[src/rtl/owire_pkg.sv]
package owire_pkg;
  typedef enum logic [2:0] {
    ST_HUNT,   // waiting for a break
    ST_BRK,    // break low in progress
    ST_REC,    // high recovery after break
    ST_CMD,    // receiving command byte
    ST_WDATA,  // receiving write data byte
    ST_GAP,    // delay before reply
    ST_TX      // sending reply
  } ow_state_e;
endpackage

[src/rtl/owire_sync.sv]
module owire_sync #(
  parameter int STAGES = 2
) (
  input  logic clk,
  input  logic rst_n,
  input  logic d,
  output logic q,
  output logic fall
);
  logic [STAGES-1:0] chain;
  logic              q_d;

  always_ff @(posedge clk or negedge rst_n) begin
    if (!rst_n) begin
      chain <= '1;
      q_d   <= 1'b1;
    end else begin
      chain <= {chain[STAGES-2:0], d};
      q_d   <= chain[STAGES-1];
    end
  end

  assign q    = chain[STAGES-1];
  assign fall = q_d & ~q;
endmodule

[src/rtl/owire_rx.sv]
module owire_rx #(
  parameter int BREAK_US   = 190,
  parameter int REC_US     = 40,
  parameter int SAMPLE_US  = 70,
  parameter int TIMEOUT_US = 1000
) (
  input  logic clk,
  input  logic rst_n,
  input  logic tick,
  input  logic line,
  input  logic fall,
  input  logic en,
  output logic brk,
  output logic hi_ok,
  output logic idle_to,
  output logic bit_valid,
  output logic bit_val
);
  localparam int CW = $clog2(TIMEOUT_US + 1);

  logic [CW-1:0] low_cnt, high_cnt, idle_cnt, bt;
  logic          run;

  always_ff @(posedge clk or negedge rst_n) begin
    if (!rst_n) begin
      low_cnt  <= '0;
      high_cnt <= '0;
      idle_cnt <= '0;
    end else begin
      if (line) low_cnt <= '0;
      else if (tick && low_cnt != CW'(BREAK_US)) low_cnt <= low_cnt + 1'b1;
      if (!line) high_cnt <= '0;
      else if (tick && high_cnt != CW'(REC_US)) high_cnt <= high_cnt + 1'b1;
      if (fall) idle_cnt <= '0;
      else if (tick && idle_cnt != CW'(TIMEOUT_US)) idle_cnt <= idle_cnt + 1'b1;
    end
  end

  assign brk     = (low_cnt == CW'(BREAK_US));
  assign hi_ok   = (high_cnt == CW'(REC_US));
  assign idle_to = (idle_cnt == CW'(TIMEOUT_US));

  always_ff @(posedge clk or negedge rst_n) begin
    if (!rst_n) begin
      run       <= 1'b0;
      bt        <= '0;
      bit_valid <= 1'b0;
      bit_val   <= 1'b0;
    end else if (!en) begin
      run       <= 1'b0;
      bit_valid <= 1'b0;
    end else begin
      bit_valid <= 1'b0;
      if (fall) begin
        run <= 1'b1;
        bt  <= '0;
      end else if (run && tick) begin
        if (bt == CW'(SAMPLE_US - 1)) begin
          run       <= 1'b0;
          bit_valid <= 1'b1;
          bit_val   <= line;
        end else begin
          bt <= bt + 1'b1;
        end
      end
    end
  end
endmodule

[src/rtl/owire_tx.sv]
module owire_tx #(
  parameter int LOW_US   = 40,
  parameter int REL_US   = 120,
  parameter int CYCLE_US = 205
) (
  input  logic       clk,
  input  logic       rst_n,
  input  logic       tick,
  input  logic       start,
  input  logic       abort,
  input  logic [7:0] data,
  output logic       pull,
  output logic       done
);
  localparam int TW = $clog2(CYCLE_US + 1);

  logic          active;
  logic [TW-1:0] t;
  logic [2:0]    bi;
  logic [7:0]    sh;

  always_ff @(posedge clk or negedge rst_n) begin
    if (!rst_n) begin
      active <= 1'b0;
      t      <= '0;
      bi     <= '0;
      sh     <= '0;
      done   <= 1'b0;
    end else begin
      done <= 1'b0;
      if (abort) begin
        active <= 1'b0;
      end else if (start) begin
        active <= 1'b1;
        t      <= '0;
        bi     <= '0;
        sh     <= data;
      end else if (active && tick) begin
        if (t == TW'(CYCLE_US - 1)) begin
          t <= '0;
          if (bi == 3'd7) begin
            active <= 1'b0;
            done   <= 1'b1;
          end else begin
            bi <= bi + 1'b1;
            sh <= {1'b0, sh[7:1]};
          end
        end else begin
          t <= t + 1'b1;
        end
      end
    end
  end

  assign pull = active & ((t < TW'(LOW_US)) | (~sh[0] & (t < TW'(REL_US))));

  // a pull never lasts longer than the zero-bit hold time
  logic [TW-1:0] run_len;
  always_ff @(posedge clk or negedge rst_n) begin
    if (!rst_n) run_len <= '0;
    else if (!pull) run_len <= '0;
    else if (tick && run_len != TW'(CYCLE_US)) run_len <= run_len + 1'b1;
  end

  a_r6_pull_bounded: assert property (@(posedge clk) disable iff (!rst_n)
    run_len <= TW'(REL_US));
endmodule

[src/rtl/owire_slave.sv]
module owire_slave
  import owire_pkg::*;
#(
  parameter int           BREAK_US    = 190,
  parameter int           REC_US      = 40,
  parameter int           SAMPLE_US   = 70,
  parameter int           TIMEOUT_US  = 1000,
  parameter int           RESP_US     = 250,
  parameter int           TX_LOW_US   = 40,
  parameter int           TX_REL_US   = 120,
  parameter int           TX_CYCLE_US = 205,
  parameter int           SYNC_STAGES = 2,
  parameter logic [127:0] WR_MASK     = {64'h0, {64{1'b1}}}
) (
  input  logic       clk,
  input  logic       rst_n,
  input  logic       tick_us,
  input  logic       bus_in,
  output logic       bus_pull,
  output logic [6:0] reg_addr,
  output logic [7:0] reg_wdata,
  output logic       reg_we,
  input  logic [7:0] reg_rdata
);
  localparam int GW = $clog2(RESP_US + 1);

  logic line, fall, brk, hi_ok, idle_to, bit_valid, bit_val;
  logic tx_start, tx_done, rx_en;
  ow_state_e     state;
  logic [7:0]    sh;
  logic [3:0]    nb;
  logic [GW-1:0] gap;
  logic [7:0]    nbyte;

  owire_sync #(.STAGES(SYNC_STAGES)) u_sync (
    .clk(clk), .rst_n(rst_n), .d(bus_in), .q(line), .fall(fall));

  assign rx_en = (state == ST_CMD) || (state == ST_WDATA);

  owire_rx #(.BREAK_US(BREAK_US), .REC_US(REC_US), .SAMPLE_US(SAMPLE_US),
             .TIMEOUT_US(TIMEOUT_US)) u_rx (
    .clk(clk), .rst_n(rst_n), .tick(tick_us), .line(line), .fall(fall),
    .en(rx_en), .brk(brk), .hi_ok(hi_ok), .idle_to(idle_to),
    .bit_valid(bit_valid), .bit_val(bit_val));

  assign tx_start = (state == ST_GAP) && tick_us && (gap == GW'(RESP_US - 1)) && !brk;

  owire_tx #(.LOW_US(TX_LOW_US), .REL_US(TX_REL_US), .CYCLE_US(TX_CYCLE_US)) u_tx (
    .clk(clk), .rst_n(rst_n), .tick(tick_us), .start(tx_start), .abort(brk),
    .data(reg_rdata), .pull(bus_pull), .done(tx_done));

  assign nbyte = {bit_val, sh[7:1]};

  always_ff @(posedge clk or negedge rst_n) begin
    if (!rst_n) begin
      state     <= ST_HUNT;
      sh        <= '0;
      nb        <= '0;
      gap       <= '0;
      reg_addr  <= '0;
      reg_wdata <= '0;
      reg_we    <= 1'b0;
    end else begin
      reg_we <= 1'b0;
      if (brk) begin
        state <= ST_BRK;
        nb    <= '0;
      end else begin
        unique case (state)
          ST_HUNT: ;
          ST_BRK:  if (line) state <= ST_REC;
          ST_REC: begin
            if (fall) state <= ST_HUNT;
            else if (hi_ok) begin
              state <= ST_CMD;
              nb    <= '0;
            end
          end
          ST_CMD, ST_WDATA: begin
            if (bit_valid) begin
              sh <= nbyte;
              if (nb == 4'd7) begin
                nb <= '0;
                if (state == ST_CMD) begin
                  reg_addr <= nbyte[6:0];
                  if (nbyte[7]) state <= ST_WDATA;
                  else begin
                    state <= ST_GAP;
                    gap   <= '0;
                  end
                end else begin
                  reg_wdata <= nbyte;
                  reg_we    <= WR_MASK[reg_addr];
                  state     <= ST_CMD;
                end
              end else begin
                nb <= nb + 1'b1;
              end
            end else if (idle_to && nb != 4'd0) begin
              state <= ST_HUNT;
              nb    <= '0;
            end
          end
          ST_GAP: begin
            if (tx_start) state <= ST_TX;
            else if (tick_us) gap <= gap + 1'b1;
          end
          ST_TX: if (tx_done) state <= ST_CMD;
          default: state <= ST_HUNT;
        endcase
      end
    end
  end

  // the wire is pulled only while a reply is in progress
  a_r10_pull_only_tx: assert property (@(posedge clk) disable iff (!rst_n)
    bus_pull |-> state == ST_TX);
  // the write strobe is a single cycle
  a_r4_we_pulse: assert property (@(posedge clk) disable iff (!rst_n)
    reg_we |=> !reg_we);
  // the address does not move while it is written
  a_r4_addr_stable: assert property (@(posedge clk) disable iff (!rst_n)
    reg_we |-> $stable(reg_addr));
  // a write only follows a data byte phase
  a_r1_we_after_data: assert property (@(posedge clk) disable iff (!rst_n)
    reg_we |-> $past(state) == ST_WDATA);
endmodule

[config.mk]
export PLATFORM = sky130hd
export DESIGN_NAME = owire_slave
export DESIGN_NICKNAME = d
export VERILOG_FILES = /design/src/rtl/owire_pkg.sv /design/src/rtl/owire_sync.sv /design/src/rtl/owire_rx.sv /design/src/rtl/owire_tx.sv /design/src/rtl/owire_slave.sv
export SDC_FILE = /design/constraint.sdc
export NUM_CORES = 1
export LEC_CHECK = 0
export ABC_AREA = 1
export ABC_CLOCK_PERIOD_IN_PS = 3650
export BUFFER_PORTS_ARGS = -buffer_cell sky130_fd_sc_hd__buf_2
export CAP_MARGIN = 30
export CORE_MARGIN = 8
export CORE_UTILIZATION = 26
export CTS_CLUSTER_DIAMETER = 200
export CTS_CLUSTER_SIZE = 28
export DETAILED_ROUTE_END_ITERATION = 8
export GPL_ROUTABILITY_DRIVEN = 0
export GPL_TIMING_DRIVEN = 0
export HOLD_SLACK_MARGIN = 0.15
export SLEW_MARGIN = 0
export SYNTH_ARGS = -nofsm -noshare
export SYNTH_HDL_FRONTEND = slang
export SYNTH_SLANG_ARGS = --single-unit
[constraint.sdc]
create_clock -name clk -period 3.65 [get_ports clk]
set_input_delay 0.1825 -clock clk [delete_from_list [all_inputs] [get_ports clk]]
set_output_delay 0.1825 -clock clk [all_outputs]
set_load 0.005 [all_outputs]
After elaboration in Yosys (flattened, before gate mapping)
Memories as Yosys holds them, arrays and structs flattened.
Cells that the tools add are included.
- add/subtract/negate cells: 8
- $lt $le $gt $ge: 3
- equal/unequal tests: 37
- mux-type cells: 70
- bitwise gates (word level): 9
- reductions and logical operators: 36
- operators with widths (kind ; number):
    8-bit two-way mux ; 13
    10-bit two-way mux ; 9
    3-bit two-way mux ; 14
    10-bit by 1-bit adder with 10-bit output (second input constant) ; 4
    1-bit two-way mux ; 25
    4-bit two-way mux ; 6
    3-bit case mux with 6 select lines ; 1
    8-bit by 1-bit adder with 8-bit output (second input constant) ; 2
    8-bit == test (second input constant) ; 2
    2-bit != test (second input constant) ; 8
    8-bit case mux with 2 select lines ; 1
    3-bit != test (second input constant) ; 5
    3-bit == test (second input constant) ; 4
    4-bit AND reduction ; 3
    2-bit nonzero test ; 6
    3-bit nonzero test ; 4
    10-bit == test (second input constant) ; 1
    10-bit by 6-bit == test with 1-bit output (second input constant) ; 1
    10-bit by 7-bit == test with 1-bit output (second input constant) ; 1
    10-bit by 8-bit == test with 1-bit output (second input constant) ; 1
    10-bit != test (second input constant) ; 1
    10-bit by 6-bit != test with 1-bit output (second input constant) ; 1
    10-bit by 8-bit != test with 1-bit output (second input constant) ; 1
    5-bit AND reduction ; 2
    other kinds (26) ; 47
- flip-flop bits (word level): 106
- memory bits (read-only): 128
- output and inout bits: 17
- logic and storage cells: 185
- memories kept: 1
- memories (name ; words ; bits a word ; rd ports ; clocked after memory_dff ; write ports ; line ; text):
    (no name shown) ; 128 ; 1 ; 1 ; 0 ; 0 ; owire_slave.sv:93 ; reg_we <= WR_MASK[reg_addr];

Depth between registers and ports, before layout
- depth after elaboration: 7
- mapped depth: 13
- depth with buffers taken out: 12

By module
From an unflattened synthesis, not the netlist that was laid out.
- cells, all modules: 824
- area, all modules: 6054.6 sq um
- by module, submodules not included (module ; times used ; cells each ; area an instance (sq um)):
    owire_rx ; 1 ; 383 ; 2670.1
    owire_slave ; 1 ; 263 ; 2035.7
    owire_tx ; 1 ; 173 ; 1260.0
    owire_sync ; 1 ; 5 ; 88.8

Least setup slack after synthesis
No wires, ideal clock.
- path kind: register -> register
- start point: register u_rx.low_cnt[0]
- end point: register state[2]
- setup time: 0.117 ns
- arrival time: 1.549 ns
- required time: 3.533 ns
- path slack: 1.984 ns
- cell stages (with the launch flop): 12
- path buffers: 0
- clock period less this slack: 1.666 ns
- cell sequence: dfrtp_1 inv_1 ha_1 inv_1 nor3_1 nand3_2 nand2_2 nor2_1 nor2_2 nand2_1 nand2_1 nand2_1
- cells in the longest elaborated chain, start to end: 5
- elaborated cells on any way between the ends: 12
- those cells by class: eq/ne (8); mux (1); reduce/logical (3)
- RTL lines (element ; line ; text):
    from (decl) ; owire_rx.sv:21 ; logic [CW-1:0] low_cnt, high_cnt, idle_cnt, bt;
    from (signal assigned) ; owire_rx.sv:31 ; else if (tick && low_cnt != CW'(BREAK_US)) low_cnt <= low_cnt + 1'b1;
    10-bit by 8-bit == test with 1-bit output (*) ; owire_rx.sv:39 ; assign brk = (low_cnt == CW'(BREAK_US));
    1-bit logical NOT ; owire_slave.sv:46 ; assign tx_start = (state == ST_GAP) && tick_us && (gap == GW'(RESP_US - 1)) && !brk;
    1-bit logical AND ; owire_slave.sv:46 ;
    3-bit != test (no source line) ; - ;
    7-bit AND reduction (no source line) ; - ;
    to (signal assigned) ; owire_slave.sv:56 ; state <= ST_HUNT;
    to (signal assigned) ; owire_slave.sv:66 ; state <= ST_BRK;
    to (signal assigned) ; owire_slave.sv:71 ; ST_BRK: if (line) state <= ST_REC;
    to (decl) ; owire_slave.sv:29 ; ow_state_e state;
Every way passes the cells marked *; elsewhere a longest branch is shown, timed or not.
A chain may end at the register's enable or synchronous reset.

Final worst setup path
- start point: register u_rx.low_cnt[0]
- end point: register reg_wdata[3]
- cells in the longest elaborated chain, start to end: 3
- RTL lines (element ; line ; text):
    10-bit by 8-bit == test with 1-bit output ; owire_rx.sv:39 ;
    1-bit NOT (no source line) ; - ;
    5-bit AND reduction (no source line) ; - ;
    to (signal assigned) ; owire_slave.sv:92 ; reg_wdata <= nbyte;
    to (decl) ; owire_slave.sv:21 ; output logic [7:0] reg_wdata,
Every way passes these cells.

==> flow_metrics.py <==
metrics = {
    "run_status": {
        "outcome": "completed",
    },
    "grt": {
        "vias_in_the_first_global_route": 4808,
        "gr-total-overflow": 0,
        "wire_length_of_the_first_global_routing_pass_um": 22100,
        "track_usage_pct": 9.38,
        "grt_antenna_before_repair": 0,
        "grt_start_max_net_pins": 69,
    },
    "detailed_routing": {
        "totalWireLength_um": 12600,
        "ant_nets": 0,
        "route.vias.total": 4958,
        "pre_antenna_drt_iters": 5,
        "route.detailed.vias_per_inst": 4.46,
        "drt_first_iter_violations": 251,
        "drc": 0,
        "wl_per_cell_um": 11.4,
    },
    "setup_path": {
        "rrSetupSlack_ns": 1.53,
        "critical_path_arrival_ns": 2.35,
        "timing.rr.start": "u_rx.low_cnt[0]$_DFFE_PN0P_",
        "timing.rr.end": "reg_wdata[3]$_DFFE_PN0P_",
        "critical_path.max_fanout": 10,
        "ff2ff_path_depth": 10,
        "crit_path_start_kind": "flop",
        "endpoint_kind": "flop",
        "criticalPathCategory": "reg2reg",
        "timing.critical_path.required_ns": 3.88,
    },
    "cts": {
        "cts_inserted_buffers": 9,
        "ctsHtreeMaxLevel": 3,
        "clock_latency_ns": 0.36,
        "cts_post_setup_buffers_inserted": 0,
        "cts_tree": "done",
        "clock_slew_at_the_register_clock_pins_of_the_worst_setup_and_hold_paths_ns": 0.07,
        "cts_root_buf": "clkbuf_16",
        "cts_buffer_depth": 2,
        "clkSinkCount": 105,
    },
    "synthesis": {
        "synth_ff_type": "dfrtp_1",
        "syn_area_per_cell_um2": 7.57,
        "yosys.area.top_type": "dfrtp_1",
        "synth_top_cells_by_count": "214 x nand2_1, 102 x dfrtp_1, 87 x inv_1, 78 x nor2_1, 69 x o21ai_0",
        "synth_fp_nets": 799,
        "synth_top_area_share_pct": 43.7,
        "ys_seq_area_share_pct": 45.1,
        "ys_async_sr_fraction_pct": 100,
        "post_synthesis_instance_area_mm2": 0.00584,
        "synthCells": 771,
        "synth.ff_latch_count": 105,
        "yosys_warnings": 0,
        "ys_types": 37,
        "yosysMostFrequentCell": "nand2_1",
        "synth-edff-count": 0,
        "synth.area.top_cells": "dfrtp_1 44%, nand2_1 14%, o21ai_0 5.9%",
    },
    "placement": {
        "place.detailed.hpwl_um": 9150,
        "port_bufs": 28,
    },
    "worst_hold_path": {
        "timing.hold.worst.class": "in2reg",
        "hold_end": "u_tx.done$_DFF_PN0_",
        "min-delay-start": "tick_us",
        "hold_path_depth": 4,
    },
    "job": {
        "max_cap_violations": 0,
    },
    "timing": {
        "grt_setup_unrepaired": "false",
        "timing.final.max_slew_violations": 0,
        "setup-violations-final": 0,
        "worstMarginPinSlew_ns": 0.854,
        "max_freq_ghz": 0.471,
        "worst_hold_slack_after_final_layout_ns": 0.333,
        "post-route-min-period_ns": 2.12,
        "post-route-period-util_pct": 58.2,
        "report.final.hold_viol_count": 0,
        "finalClockSkew_ns": 0.00973,
        "worst_slew_margin_rel_pct": 43.0,
        "final.setup.tns_ns": 0,
    },
    "floorplanning": {
        "die_area_mm2": 0.0275,
        "io_pins": 29,
        "rows": 55,
        "core_area_mm2": 0.0224,
        "initial_utilization_pct": 26.1,
        "die_w_um": 166,
        "die_h_um": 166,
    },
    "cells_and_area": {
        "drive_above_1_share_pct": 11.5,
        "fillerInstances": 2358,
        "synthToLayoutAreaGrowth_pct": 15.5,
        "antenna_cells": 0,
        "design.final.nets": 849,
    },
    "power": {
        "total_leakage_power_nw": 3.13,
        "vdd_drop_max_mv": 0.201,
        "power_density_mw_per_mm2": 329,
    },
}
[registers in the layout (all words and copies together), names as in the netlist]
signal / cells
u_sync.q_d: 1
sh: 7
u_rx.bit_valid: 1
gap: 8
u_rx.low_cnt: 10
u_rx.high_cnt: 10
reg_wdata: 8
reg_we: 1
u_rx.run: 1
u_tx.bi: 3
state: 3
u_tx.active: 1
u_tx.sh: 8
u_sync.chain: 2
u_tx.done: 1
nb: 4
u_rx.bt: 10
reg_addr: 7
u_tx.t: 8
u_rx.idle_cnt: 10
u_rx.bit_val: 1
[cells in the final DEF (no fill, tap or decap), types with 3 or more instances in the layout]
| cell type | n |
|---|---|
| nand2_1 | 214 |
| dfrtp_1 | 102 |
| inv_1 | 87 |
| nor2_1 | 78 |
| o21ai_0 | 69 |
| nand3_1 | 62 |
| buf_2 | 30 |
| nand4_1 | 25 |
| nor3_1 | 19 |
| a21oi_1 | 17 |
| ha_1 | 16 |
| nand2_2 | 10 |
| o21ai_1 | 10 |
| dlygate4sd3_1 | 10 |
| clkbuf_16 | 9 |
| or2_2 | 8 |
| buf_6 | 6 |
| inv_2 | 5 |
| xor2_1 | 5 |
| nor3b_1 | 4 |
| inv_6 | 4 |
| nand3_2 | 3 |
| clkbuf_1 | 3 |
| buf_4 | 3 |
| dfstp_2 | 3 |
[area by class of cell]
cell class	instances	area, um2	share of cell area [%]
inverter	92	345	5.12
clock buffer	9	225	3.34
sequential	105	2630	39.0
tap	285	357	5.29
timing repair buffer	39	263	3.90
multi-input combinational	560	2750	40.8
clock inverter	7	58.8	0.873
buffer	14	109	1.62
[how the worst max path moves through the flow]
stage / start / endpoint / slack (ns) / depth (start not counted)
after CTS: u_rx.low_cnt[0]$_DFFE_PN0P_ / reg_wdata[3]$_DFFE_PN0P_ / 1.50 / 10
final: u_rx.low_cnt[0]$_DFFE_PN0P_ / reg_wdata[3]$_DFFE_PN0P_ / 1.53 / 10
after floorplan: u_rx.low_cnt[0]$_DFFE_PN0P_ / state[2]$_DFFE_PN0P_ / 1.98 / 11
after detailed placement: u_rx.low_cnt[0]$_DFFE_PN0P_ / reg_wdata[3]$_DFFE_PN0P_ / 1.54 / 10
after global placement: rst_n / u_tx.sh[1]$_DFFE_PN0P_ / 1.13 / 1
after global routing: u_sync.chain[1]$_DFF_PN1_ / nb[1]$_DFFE_PN0P_ / 1.35 / 9
[critical path, cell delays in order (launching register included)]
cell and delay, ns:
dfrtp_1 0.44, inv_1 0.11, ha_1 0.15, inv_1 0.07
nor3_1 0.19, nand3_2 0.27, nand2_2 0.23, inv_2 0.07
nand3_2 0.16, buf_4 0.21, o21ai_0 0.10
[power by group]
group	switching [W]	total (W)	internal [W]
Combinational	0.0000652	0.0000966	0.0000315
Sequential	0.0000120	0.00119	0.00118
Clock	0.000459	0.000935	0.000476
[logic make-up after synthesis]
| group | share of synthesized area, % |
|---|---|
| XOR/XNOR | 0.901 |
| adder cells (fa/ha/maj) | 3.43 |
| buffers and inverters | 7.78 |
| multiplexers | 0.172 |
| flip-flops | 45.1 |
| AO/OA/AOI/OAI | 9.52 |
| AND/OR/NAND/NOR | 33.1 |
[routing by layer]
| layer | part of all wire (%) | GRT usage (%) | wire, um |
|---|---|---|---|
| met1 | 50 | 12.0 | 6320 |
| met2 | 45 | 15.1 | 5710 |
| met3 | 2.7 | 1.59 | 342 |
| met4 | 1.9 | 4.66 | 246 |
| met5 | 0 | 0 | 0 |
[repair_timing]
item                       4_1_cts  5_1_grt
resized for setup                0        0
setup endpoints to repair        0        0
hold endpoints to repair        73        0
hold buffers                    10        0
[metrics by stage]
| step | worst slack, ns | utilization (%) | area, um2 | cells | power, W |
|---|---|---|---|---|---|
| CTS | 1.50 | 30.1 | 6740 | 1111 | 0.00227 |
| detailed placement | 1.54 | 28.4 | 6350 | 1085 | 0.00130 |
| finish | 1.53 | 30.1 | 6740 | 1111 | 0.00222 |
| floorplan | 1.98 | - | 5840 | 771 | 0.00125 |
| global placement | 1.13 | 28.3 | 6330 | 1084 | 0.00130 |
| global route | 1.35 | 30.1 | 6740 | 1111 | 0.00231 |
Power figures use the tool's default switching activity.
